[src/rtl/pgwalk_pkg.sv]
package pgwalk_pkg;

  localparam int FLAG_V = 0;
  localparam int FLAG_R = 1;
  localparam int FLAG_W = 2;
  localparam int FLAG_X = 3;
  localparam int FLAG_U = 4;
  localparam int FLAG_W_TOTAL = 5;

  localparam logic [1:0] ACC_READ  = 2'd0;
  localparam logic [1:0] ACC_WRITE = 2'd1;
  localparam logic [1:0] ACC_EXEC  = 2'd2;

  localparam logic [2:0] FC_NONE    = 3'd0;
  localparam logic [2:0] FC_LENGTH  = 3'd1;
  localparam logic [2:0] FC_INVALID = 3'd2;
  localparam logic [2:0] FC_RIGHTS  = 3'd3;
  localparam logic [2:0] FC_PRIV    = 3'd4;

  typedef enum logic [2:0] {
    ST_IDLE,
    ST_FETCH_L1,
    ST_FETCH_L2,
    ST_DONE,
    ST_FAULT
  } walkState_t;

  typedef struct packed {
    logic       loadReq;
    logic       loadL1;
    logic       loadL2;
    logic       latchFault;
    logic       faultLvl;
    logic [2:0] faultCode;
    logic       selL2;
  } walkCtl_t;

  // Judge one entry against the access; priority: present, privilege, rights.
  function automatic logic [2:0] checkEntry(input logic [FLAG_W_TOTAL-1:0] flags,
                                            input logic [1:0] acc,
                                            input logic user);
    logic granted;
    case (acc)
      ACC_READ:  granted = flags[FLAG_R];
      ACC_WRITE: granted = flags[FLAG_W];
      ACC_EXEC:  granted = flags[FLAG_X];
      default:   granted = 1'b0;
    endcase
    if (!flags[FLAG_V])               return FC_INVALID;
    else if (user && !flags[FLAG_U])  return FC_PRIV;
    else if (!granted)                return FC_RIGHTS;
    else                              return FC_NONE;
  endfunction

endpackage

[src/rtl/pgwalk_ctrl.sv]
module pgwalk_ctrl
  import pgwalk_pkg::*;
(
  input  logic       clk,
  input  logic       rstN,
  input  logic       reqValid,
  input  logic       lenBad,
  input  logic       memReady,
  input  logic [2:0] entryCode,
  output logic       reqReady,
  output logic       memReq,
  output logic       rspValid,
  output logic       rspFault,
  output walkCtl_t   ctl
);

  walkState_t state, stateNext;

  always_ff @(posedge clk) begin
    if (!rstN) state <= ST_IDLE;
    else       state <= stateNext;
  end

  always_comb begin
    stateNext = state;
    ctl       = '0;
    case (state)
      ST_IDLE: begin
        if (reqValid) begin
          ctl.loadReq = 1'b1;
          if (lenBad) begin
            ctl.latchFault = 1'b1;
            ctl.faultCode  = FC_LENGTH;
            ctl.faultLvl   = 1'b0;
            stateNext      = ST_FAULT;
          end else begin
            stateNext = ST_FETCH_L1;
          end
        end
      end
      ST_FETCH_L1: begin
        if (memReady) begin
          if (entryCode != FC_NONE) begin
            ctl.latchFault = 1'b1;
            ctl.faultCode  = entryCode;
            ctl.faultLvl   = 1'b0;
            stateNext      = ST_FAULT;
          end else begin
            ctl.loadL1 = 1'b1;
            stateNext  = ST_FETCH_L2;
          end
        end
      end
      ST_FETCH_L2: begin
        ctl.selL2 = 1'b1;
        if (memReady) begin
          if (entryCode != FC_NONE) begin
            ctl.latchFault = 1'b1;
            ctl.faultCode  = entryCode;
            ctl.faultLvl   = 1'b1;
            stateNext      = ST_FAULT;
          end else begin
            ctl.loadL2 = 1'b1;
            stateNext  = ST_DONE;
          end
        end
      end
      ST_DONE:  stateNext = ST_IDLE;
      ST_FAULT: stateNext = ST_IDLE;
      default:  stateNext = ST_IDLE;
    endcase
  end

  assign reqReady = (state == ST_IDLE);
  assign memReq   = (state == ST_FETCH_L1) || (state == ST_FETCH_L2);
  assign rspValid = (state == ST_DONE) || (state == ST_FAULT);
  assign rspFault = (state == ST_FAULT);

  // the result strobe lasts one cycle and the block is idle right after
  a_r9_single_pulse: assert property (@(posedge clk) disable iff (!rstN)
    rspValid |=> !rspValid);
  a_r9_ready_after: assert property (@(posedge clk) disable iff (!rstN)
    rspValid |=> reqReady);

  // a length violation never reaches memory
  a_r3_len_no_fetch: assert property (@(posedge clk) disable iff (!rstN)
    (reqValid && reqReady && lenBad) |=> (rspFault && !memReq));

  // an open read stays open until memory answers
  a_r7_hold_req: assert property (@(posedge clk) disable iff (!rstN)
    (memReq && !memReady) |=> memReq);

  // a successful result always follows a completed read
  a_r1_done_after_read: assert property (@(posedge clk) disable iff (!rstN)
    (rspValid && !rspFault) |-> $past(memReq && memReady));

  // a request arriving during a walk does not restart it
  a_r8_busy_ignored: assert property (@(posedge clk) disable iff (!rstN)
    (memReq && !memReady && reqValid) |=> memReq);

endmodule

[src/rtl/pgwalk_dpath.sv]
module pgwalk_dpath
  import pgwalk_pkg::*;
#(
  parameter int ADDR_W = 32,
  parameter int OFF_W  = 10,
  parameter int IDX2_W = 10
) (
  input  logic                          clk,
  input  logic                          rstN,
  input  walkCtl_t                      ctl,
  input  logic [ADDR_W-1:0]             tblBase,
  input  logic [ADDR_W-OFF_W-IDX2_W:0]  tblLimit,
  input  logic [ADDR_W-1:0]             reqVaddr,
  input  logic [1:0]                    reqAcc,
  input  logic                          reqUser,
  input  logic [ADDR_W-1:0]             memData,
  output logic                          lenBad,
  output logic [2:0]                    entryCode,
  output logic [ADDR_W-1:0]             memAddr,
  output logic [2:0]                    rspCode,
  output logic                          rspLevel,
  output logic [ADDR_W-1:0]             rspPaddr
);

  localparam int IDX1_W   = ADDR_W - OFF_W - IDX2_W;
  localparam int TBL2_W   = IDX2_W + 2;          // byte span of an inner table
  localparam int FRAME_W  = ADDR_W - OFF_W;

  logic [ADDR_W-1:0]  vaddrQ;
  logic [1:0]         accQ;
  logic               userQ;
  logic [ADDR_W-1:0]  tbl2BaseQ;
  logic [FRAME_W-1:0] frameQ;
  logic [2:0]         codeQ;
  logic               lvlQ;

  logic [IDX1_W-1:0]  idx1;
  logic [IDX2_W-1:0]  idx2;
  logic [ADDR_W-1:0]  l1Addr;
  logic [ADDR_W-1:0]  l2Addr;

  assign lenBad = {1'b0, reqVaddr[ADDR_W-1 -: IDX1_W]} >= tblLimit;

  assign idx1   = vaddrQ[ADDR_W-1 -: IDX1_W];
  assign idx2   = vaddrQ[OFF_W +: IDX2_W];
  assign l1Addr = tblBase   + {{(ADDR_W-IDX1_W-2){1'b0}}, idx1, 2'b00};
  assign l2Addr = tbl2BaseQ + {{(ADDR_W-IDX2_W-2){1'b0}}, idx2, 2'b00};
  assign memAddr = ctl.selL2 ? l2Addr : l1Addr;

  assign entryCode = checkEntry(memData[FLAG_W_TOTAL-1:0], accQ, userQ);

  always_ff @(posedge clk) begin
    if (!rstN) begin
      vaddrQ    <= '0;
      accQ      <= '0;
      userQ     <= 1'b0;
      tbl2BaseQ <= '0;
      frameQ    <= '0;
      codeQ     <= FC_NONE;
      lvlQ      <= 1'b0;
    end else begin
      if (ctl.loadReq) begin
        vaddrQ <= reqVaddr;
        accQ   <= reqAcc;
        userQ  <= reqUser;
        codeQ  <= FC_NONE;
        lvlQ   <= 1'b0;
      end
      if (ctl.loadL1)
        tbl2BaseQ <= {memData[ADDR_W-1:TBL2_W], {TBL2_W{1'b0}}};
      if (ctl.loadL2)
        frameQ <= memData[ADDR_W-1:OFF_W];
      if (ctl.latchFault) begin
        codeQ <= ctl.faultCode;
        lvlQ  <= ctl.faultLvl;
      end
    end
  end

  assign rspCode  = codeQ;
  assign rspLevel = lvlQ;
  assign rspPaddr = {frameQ, vaddrQ[OFF_W-1:0]};

  // a latched entry fault never carries the length code
  a_r4_entry_code: assert property (@(posedge clk) disable iff (!rstN)
    (ctl.latchFault && !ctl.loadReq) |=> (rspCode != FC_LENGTH && rspCode != FC_NONE));

  // the page offset of a finished walk equals the requested offset
  a_r1_offset_kept: assert property (@(posedge clk) disable iff (!rstN)
    ctl.loadL2 |=> (rspPaddr[OFF_W-1:0] == $past(vaddrQ[OFF_W-1:0])));

endmodule

[src/rtl/pgwalk_top.sv]
module pgwalk_top
  import pgwalk_pkg::*;
#(
  parameter int ADDR_W = 32,
  parameter int OFF_W  = 10,
  parameter int IDX2_W = 10
) (
  input  logic                          clk,
  input  logic                          rstN,
  input  logic [ADDR_W-1:0]             tblBase,
  input  logic [ADDR_W-OFF_W-IDX2_W:0]  tblLimit,
  input  logic                          reqValid,
  output logic                          reqReady,
  input  logic [ADDR_W-1:0]             reqVaddr,
  input  logic [1:0]                    reqAcc,
  input  logic                          reqUser,
  output logic                          memReq,
  output logic [ADDR_W-1:0]             memAddr,
  input  logic                          memReady,
  input  logic [ADDR_W-1:0]             memData,
  output logic                          rspValid,
  output logic                          rspFault,
  output logic [2:0]                    rspCode,
  output logic                          rspLevel,
  output logic [ADDR_W-1:0]             rspPaddr
);

  walkCtl_t   ctl;
  logic       lenBad;
  logic [2:0] entryCode;

  pgwalk_ctrl u_ctrl (
    .clk       (clk),
    .rstN      (rstN),
    .reqValid  (reqValid),
    .lenBad    (lenBad),
    .memReady  (memReady),
    .entryCode (entryCode),
    .reqReady  (reqReady),
    .memReq    (memReq),
    .rspValid  (rspValid),
    .rspFault  (rspFault),
    .ctl       (ctl)
  );

  pgwalk_dpath #(
    .ADDR_W (ADDR_W),
    .OFF_W  (OFF_W),
    .IDX2_W (IDX2_W)
  ) u_dpath (
    .clk       (clk),
    .rstN      (rstN),
    .ctl       (ctl),
    .tblBase   (tblBase),
    .tblLimit  (tblLimit),
    .reqVaddr  (reqVaddr),
    .reqAcc    (reqAcc),
    .reqUser   (reqUser),
    .memData   (memData),
    .lenBad    (lenBad),
    .entryCode (entryCode),
    .memAddr   (memAddr),
    .rspCode   (rspCode),
    .rspLevel  (rspLevel),
    .rspPaddr  (rspPaddr)
  );

  // address held steady while a read waits (base held constant by caller)
  a_r7_addr_stable: assert property (@(posedge clk) disable iff (!rstN)
    (memReq && !memReady) |=> $stable(memAddr));

endmodule

[config.mk]
export PLATFORM = sky130hd
export DESIGN_NAME = pgwalk_top
export DESIGN_NICKNAME = d
export VERILOG_FILES = /design/src/rtl/pgwalk_pkg.sv /design/src/rtl/pgwalk_ctrl.sv /design/src/rtl/pgwalk_dpath.sv /design/src/rtl/pgwalk_top.sv
export SDC_FILE = /design/constraint.sdc
export NUM_CORES = 1
export LEC_CHECK = 0
export BUFFER_PORTS_ARGS = -buffer_cell sky130_fd_sc_hd__buf_4
export CORE_MARGIN = 5
export CORE_UTILIZATION = 45
export DETAILED_ROUTE_END_ITERATION = 8
export PLACE_DENSITY = 0.74
export SLEW_MARGIN = 5
export SYNTH_ARGS = -nofsm -noshare
export SYNTH_HDL_FRONTEND = slang
export SYNTH_SLANG_ARGS = --single-unit
[constraint.sdc]
create_clock -name clk -period 5.9 [get_ports clk]
set_input_delay 0.885 -clock clk [delete_from_list [all_inputs] [get_ports clk]]
set_output_delay 0.885 -clock clk [all_outputs]
set_load 0.01 [all_outputs]
==> results.json <==
{
  "netlist_area_um2": 4880,
  "detailed_place_hpwl_um": 10700,
  "adder_cell_share_of_the_synthesized_area_pct": 6.57,
  "global_route_wire_length_before_repair_um": 22200,
  "critPathArrivalTime_ps": 3180,
  "cts.sinks": 84,
  "synth_async_sr_flop_share_pct": 0,
  "crit_cells": 10,
  "outcome": "complete, no violations",
  "port-buffer-count": 182,
  "finish.net_count": 912,
  "detail_route.wl_per_cell_um": 15.1,
  "element_type_at_the_critical_path_end": "output port",
  "yosys.area_share.simple_pct": 23.1,
  "grt_antenna_before_repair": 0,
  "crit_path_cell_trace": "buf_4 -> ha_1 -> fa_1 -> a21o_1 -> a31oi_1 -> o2bb2ai_4 -> o21ai_0 -> xnor2_1 -> o21ai_0 -> buf_4",
  "initialDrtViolationCount": 254,
  "drive_above_1_share_pct": 27.7,
  "timing.max_slew.rel_slack_pct": 42.1,
  "rr_endpoint": "u_dpath.frameQ[15]$_SDFFE_PN0P_",
  "ctsHtreeMaxLevel": 3,
  "power-per-cell-area_nw_per_um2": 235,
  "max_cap_viol_count": 0,
  "cts-hold-fix-buffers": 0,
  "gr-usage-all-layers_pct": 21.1,
  "cts_setup_buffers": 0,
  "critical_path.slowest_cell": "sky130_fd_sc_hd__fa_1",
  "synth_edf_count": 0,
  "yosys_warnings": 0,
  "cp-start-kind": "primary input",
  "finalPower_mw": 1.51,
  "worst-path-max-fanout": 10,
  "gp_routability_congestion": 0.834,
  "setup_viol": 0,
  "synth_sequential_area_ratio_pct": 34.5,
  "regToRegSetupSlack_ps": 3460,
  "type_of_the_worst_setup_path": "in -> out",
  "yosys-top-cells-area": "sky130_fd_sc_hd__dfxtp_1, sky130_fd_sc_hd__nand2_1, sky130_fd_sc_hd__a21boi_0",
  "io_pins": 188,
  "share_of_the_clock_period_used_by_the_worst_path_after_layout_pct": 69.0,
  "area_growth_pct": 31.8,
  "postSynth.topFlopCell": "sky130_fd_sc_hd__dfxtp_1",
  "fill_cells": 1028,
  "worst_setup_path_startpoint": "tblBase[2]",
  "beginning_of_the_worst_register_to_register_path": "u_ctrl.state[0]$_SDFFE_PN0P_",
  "viasPerCell": 5.18,
  "fp-row-count": 38,
  "worst-path-buf-inv": 2,
  "grt_pass1_vias": 4732,
  "ctsLongestPathBuffers": 2,
  "worst_path_largest_cell_delay_ps": 410,
  "yosys-mux-area-fraction_pct": 4.31,
  "globalRoute.totalOverflow": 0,
  "resized_gates_after_cts": 0,
  "dieArea_um2": 13000,
  "cp_top_family": "compound AO/OA/AOI/OAI gates",
  "clock.fmax_ghz": 0.246,
  "placeableCoreArea_um2": 10700,
  "slew_violations": 0,
  "initial_utilization_pct": 45.4,
  "unique_masters_post_synth": 57,
  "drc": 0,
  "final_hold_viol_count": 0,
  "timing.final.crit_period_ps": 4070,
  "crit_path_end": "memAddr[22]",
  "drtPass1Iterations": 4,
  "diodes": 0,
  "holdCritPathClass": "reg -> reg",
  "static-leakage-power_nw": 2.88,
  "syn_nets": 755,
  "floorplan.die.width_um": 114,
  "antenna_violating_nets_post_route": 0,
  "cts-buffers-inserted": 9,
  "tightestPinTransition_ps": 867,
  "synth-xor-area-share_pct": 3.95,
  "grt_start_max_net_pins": 87,
  "grt_setup_unrepaired": "false",
  "fin_tns_setup_ps": 0,
  "wl_um": 13900,
  "synth.largest_area_cell": "sky130_fd_sc_hd__dfxtp_1",
  "cts_tree": "done",
  "synth.avg_cell_area_um2": 7.95,
  "timing.clock.skew_ps": 6.32,
  "netlist_instances": 614,
  "cp.required_ps": 5020,
  "synth_top_family_by_area": "simple AND/OR/NAND/NOR gates",
  "synth_compound_gate_area_share_pct": 22.0,
  "ffs_latches_synth": 84,
  "dpl_worst_slack_ps": 1840,
  "worst-r2r-cell-count": 5,
  "die_height_um": 114,
  "skew_pair_late_insertion_delay_ps": 360,
  "area_fraction_of_the_dominant_cell_type_after_synthesis_pct": 34.5,
  "detailroute.via_count": 4742,
  "cts_root_buf": "sky130_fd_sc_hd__clkbuf_8",
  "cts.reportedPaths.clkPinSlew_ps": 80,
  "fin_ws_ps": 1830,
  "vdd.ir_drop.worst_mv": 0.133
}
[layer usage]
layer | GRT usage, % | wire length, µm | vias up
met5 | 0 | 0 | -
met2 | 34.5 | 6360 | 167
met1 | 26.7 | 6070 | 2154
met3 | 5.39 | 1140 | 21
met4 | 8.00 | 276 | 0
li1 | - | - | 2400
[state kept, by name, indices dropped and copies added (netlist names)]
name               cells
u_dpath.rspCode        3
u_ctrl.state           3
u_dpath.tbl2BaseQ     20
u_dpath.vaddrQ        32
u_dpath.userQ          1
u_dpath.frameQ        22
u_dpath.rspLevel       1
u_dpath.accQ           2
[Yosys cell counts, types with 2 or more instances]
library cell	n
sky130_fd_sc_hd__nand3_1	4
sky130_fd_sc_hd__nor2_1	21
sky130_fd_sc_hd__buf_6	2
sky130_fd_sc_hd__mux2i_1	21
sky130_fd_sc_hd__o21ai_2	2
sky130_fd_sc_hd__nand2b_1	7
sky130_fd_sc_hd__ha_1	24
sky130_fd_sc_hd__dfxtp_1	84
sky130_fd_sc_hd__a31oi_1	5
sky130_fd_sc_hd__nor2b_1	23
sky130_fd_sc_hd__xnor2_1	11
sky130_fd_sc_hd__nor3_1	7
sky130_fd_sc_hd__a21boi_1	2
sky130_fd_sc_hd__a21boi_0	56
sky130_fd_sc_hd__inv_1	17
sky130_fd_sc_hd__a211oi_1	7
sky130_fd_sc_hd__buf_2	6
sky130_fd_sc_hd__o211ai_1	7
sky130_fd_sc_hd__and3_1	4
sky130_fd_sc_hd__or2_2	2
sky130_fd_sc_hd__xor2_1	11
sky130_fd_sc_hd__clkbuf_1	22
sky130_fd_sc_hd__o22ai_1	2
sky130_fd_sc_hd__o21ai_0	25
sky130_fd_sc_hd__a21o_1	7
sky130_fd_sc_hd__a21oi_1	22
sky130_fd_sc_hd__nand2_1	158
sky130_fd_sc_hd__buf_4	10
sky130_fd_sc_hd__o21ai_1	4
sky130_fd_sc_hd__and2_1	9
sky130_fd_sc_hd__nor4_1	2
sky130_fd_sc_hd__or3_1	3
sky130_fd_sc_hd__nor3b_1	2
sky130_fd_sc_hd__a311o_1	2
[cell usage in the layout (no fill, tap or decap), drive strengths merged, types with 3 or more instances in the layout]
cell type and n:
a31oi 5, or3 3, mux2i 21, a211oi 7, nor3 8, a21o 7
buf 187, a21oi 22, nand2 158, dfxtp 84, o21ai 31, and2 9
inv 19, clkbuf 10, nor2 22, nand3 5, o211ai 7, ha 24
nand2b 7, a21boi 58, and3 4, nor2b 23, xor2 11, xnor2 11
[through the flow]
stage | cells | util, % | cell area, µm² | hold WS, ps
finish | 916 | 59.8 | 6430 | 461
global route | 916 | 59.8 | 6430 | 483
CTS | 916 | 59.8 | 6430 | 466
detailed placement | 900 | 58.1 | 6250 | 454
global placement | 900 | 58.1 | 6250 | 444
floorplan | 614 | - | 4880 | 444
[where the power goes]
part | switching, mW | total, mW | leakage [nW] | internal [mW]
combinational | 0.257 | 0.482 | 2.11 | 0.225
sequential | 0.0256 | 0.633 | 0.683 | 0.607
clock | 0.226 | 0.393 | 0.0893 | 0.167
[worst reg2reg max path, stage by stage, from the launching register on]
cell	delay (ps)
sky130_fd_sc_hd__dfxtp_1	360
sky130_fd_sc_hd__nand2b_1	190
sky130_fd_sc_hd__nor2_2	590
sky130_fd_sc_hd__nand3_1	810
sky130_fd_sc_hd__nand2_1	260
sky130_fd_sc_hd__a21boi_0	110
[worst min path at each step]
stage | cells after the start | start | slack, ps | end
after global routing | 2 | u_dpath.frameQ[18]$_SDFFE_PN0P_ | 480 | u_dpath.frameQ[18]$_SDFFE_PN0P_
final | 2 | u_dpath.frameQ[18]$_SDFFE_PN0P_ | 460 | u_dpath.frameQ[18]$_SDFFE_PN0P_
after CTS | 2 | u_dpath.frameQ[18]$_SDFFE_PN0P_ | 470 | u_dpath.frameQ[18]$_SDFFE_PN0P_
after floorplan | 2 | u_dpath.vaddrQ[10]$_SDFFE_PN0P_ | 440 | u_dpath.vaddrQ[10]$_SDFFE_PN0P_
after global placement | 2 | u_dpath.frameQ[17]$_SDFFE_PN0P_ | 440 | u_dpath.frameQ[17]$_SDFFE_PN0P_
after detailed placement | 2 | u_dpath.frameQ[18]$_SDFFE_PN0P_ | 450 | u_dpath.frameQ[18]$_SDFFE_PN0P_
[final cells by class]
type	instances	area (µm²)	share of cell area (%)
Tap cell	140	175	2.72
Sequential cell	84	1680	26.2
Clock inverter	6	46.3	0.720
Inverter	17	63.8	0.992
Timing Repair Buffer	187	1400	21.8
Multi-Input combinational cell	472	2920	45.4
Clock buffer	10	138	2.14
[kinds of logic after synthesis]
kind of cell | after synthesis
DFF | 84
adders and majority gates | 25
buffers and inverters | 58
muxes | 21
xor gates and xnor gates | 22
and+or+nand+nor | 250
AOI/OAI and AO/OA | 154
Power figures use the tool's default switching activity.
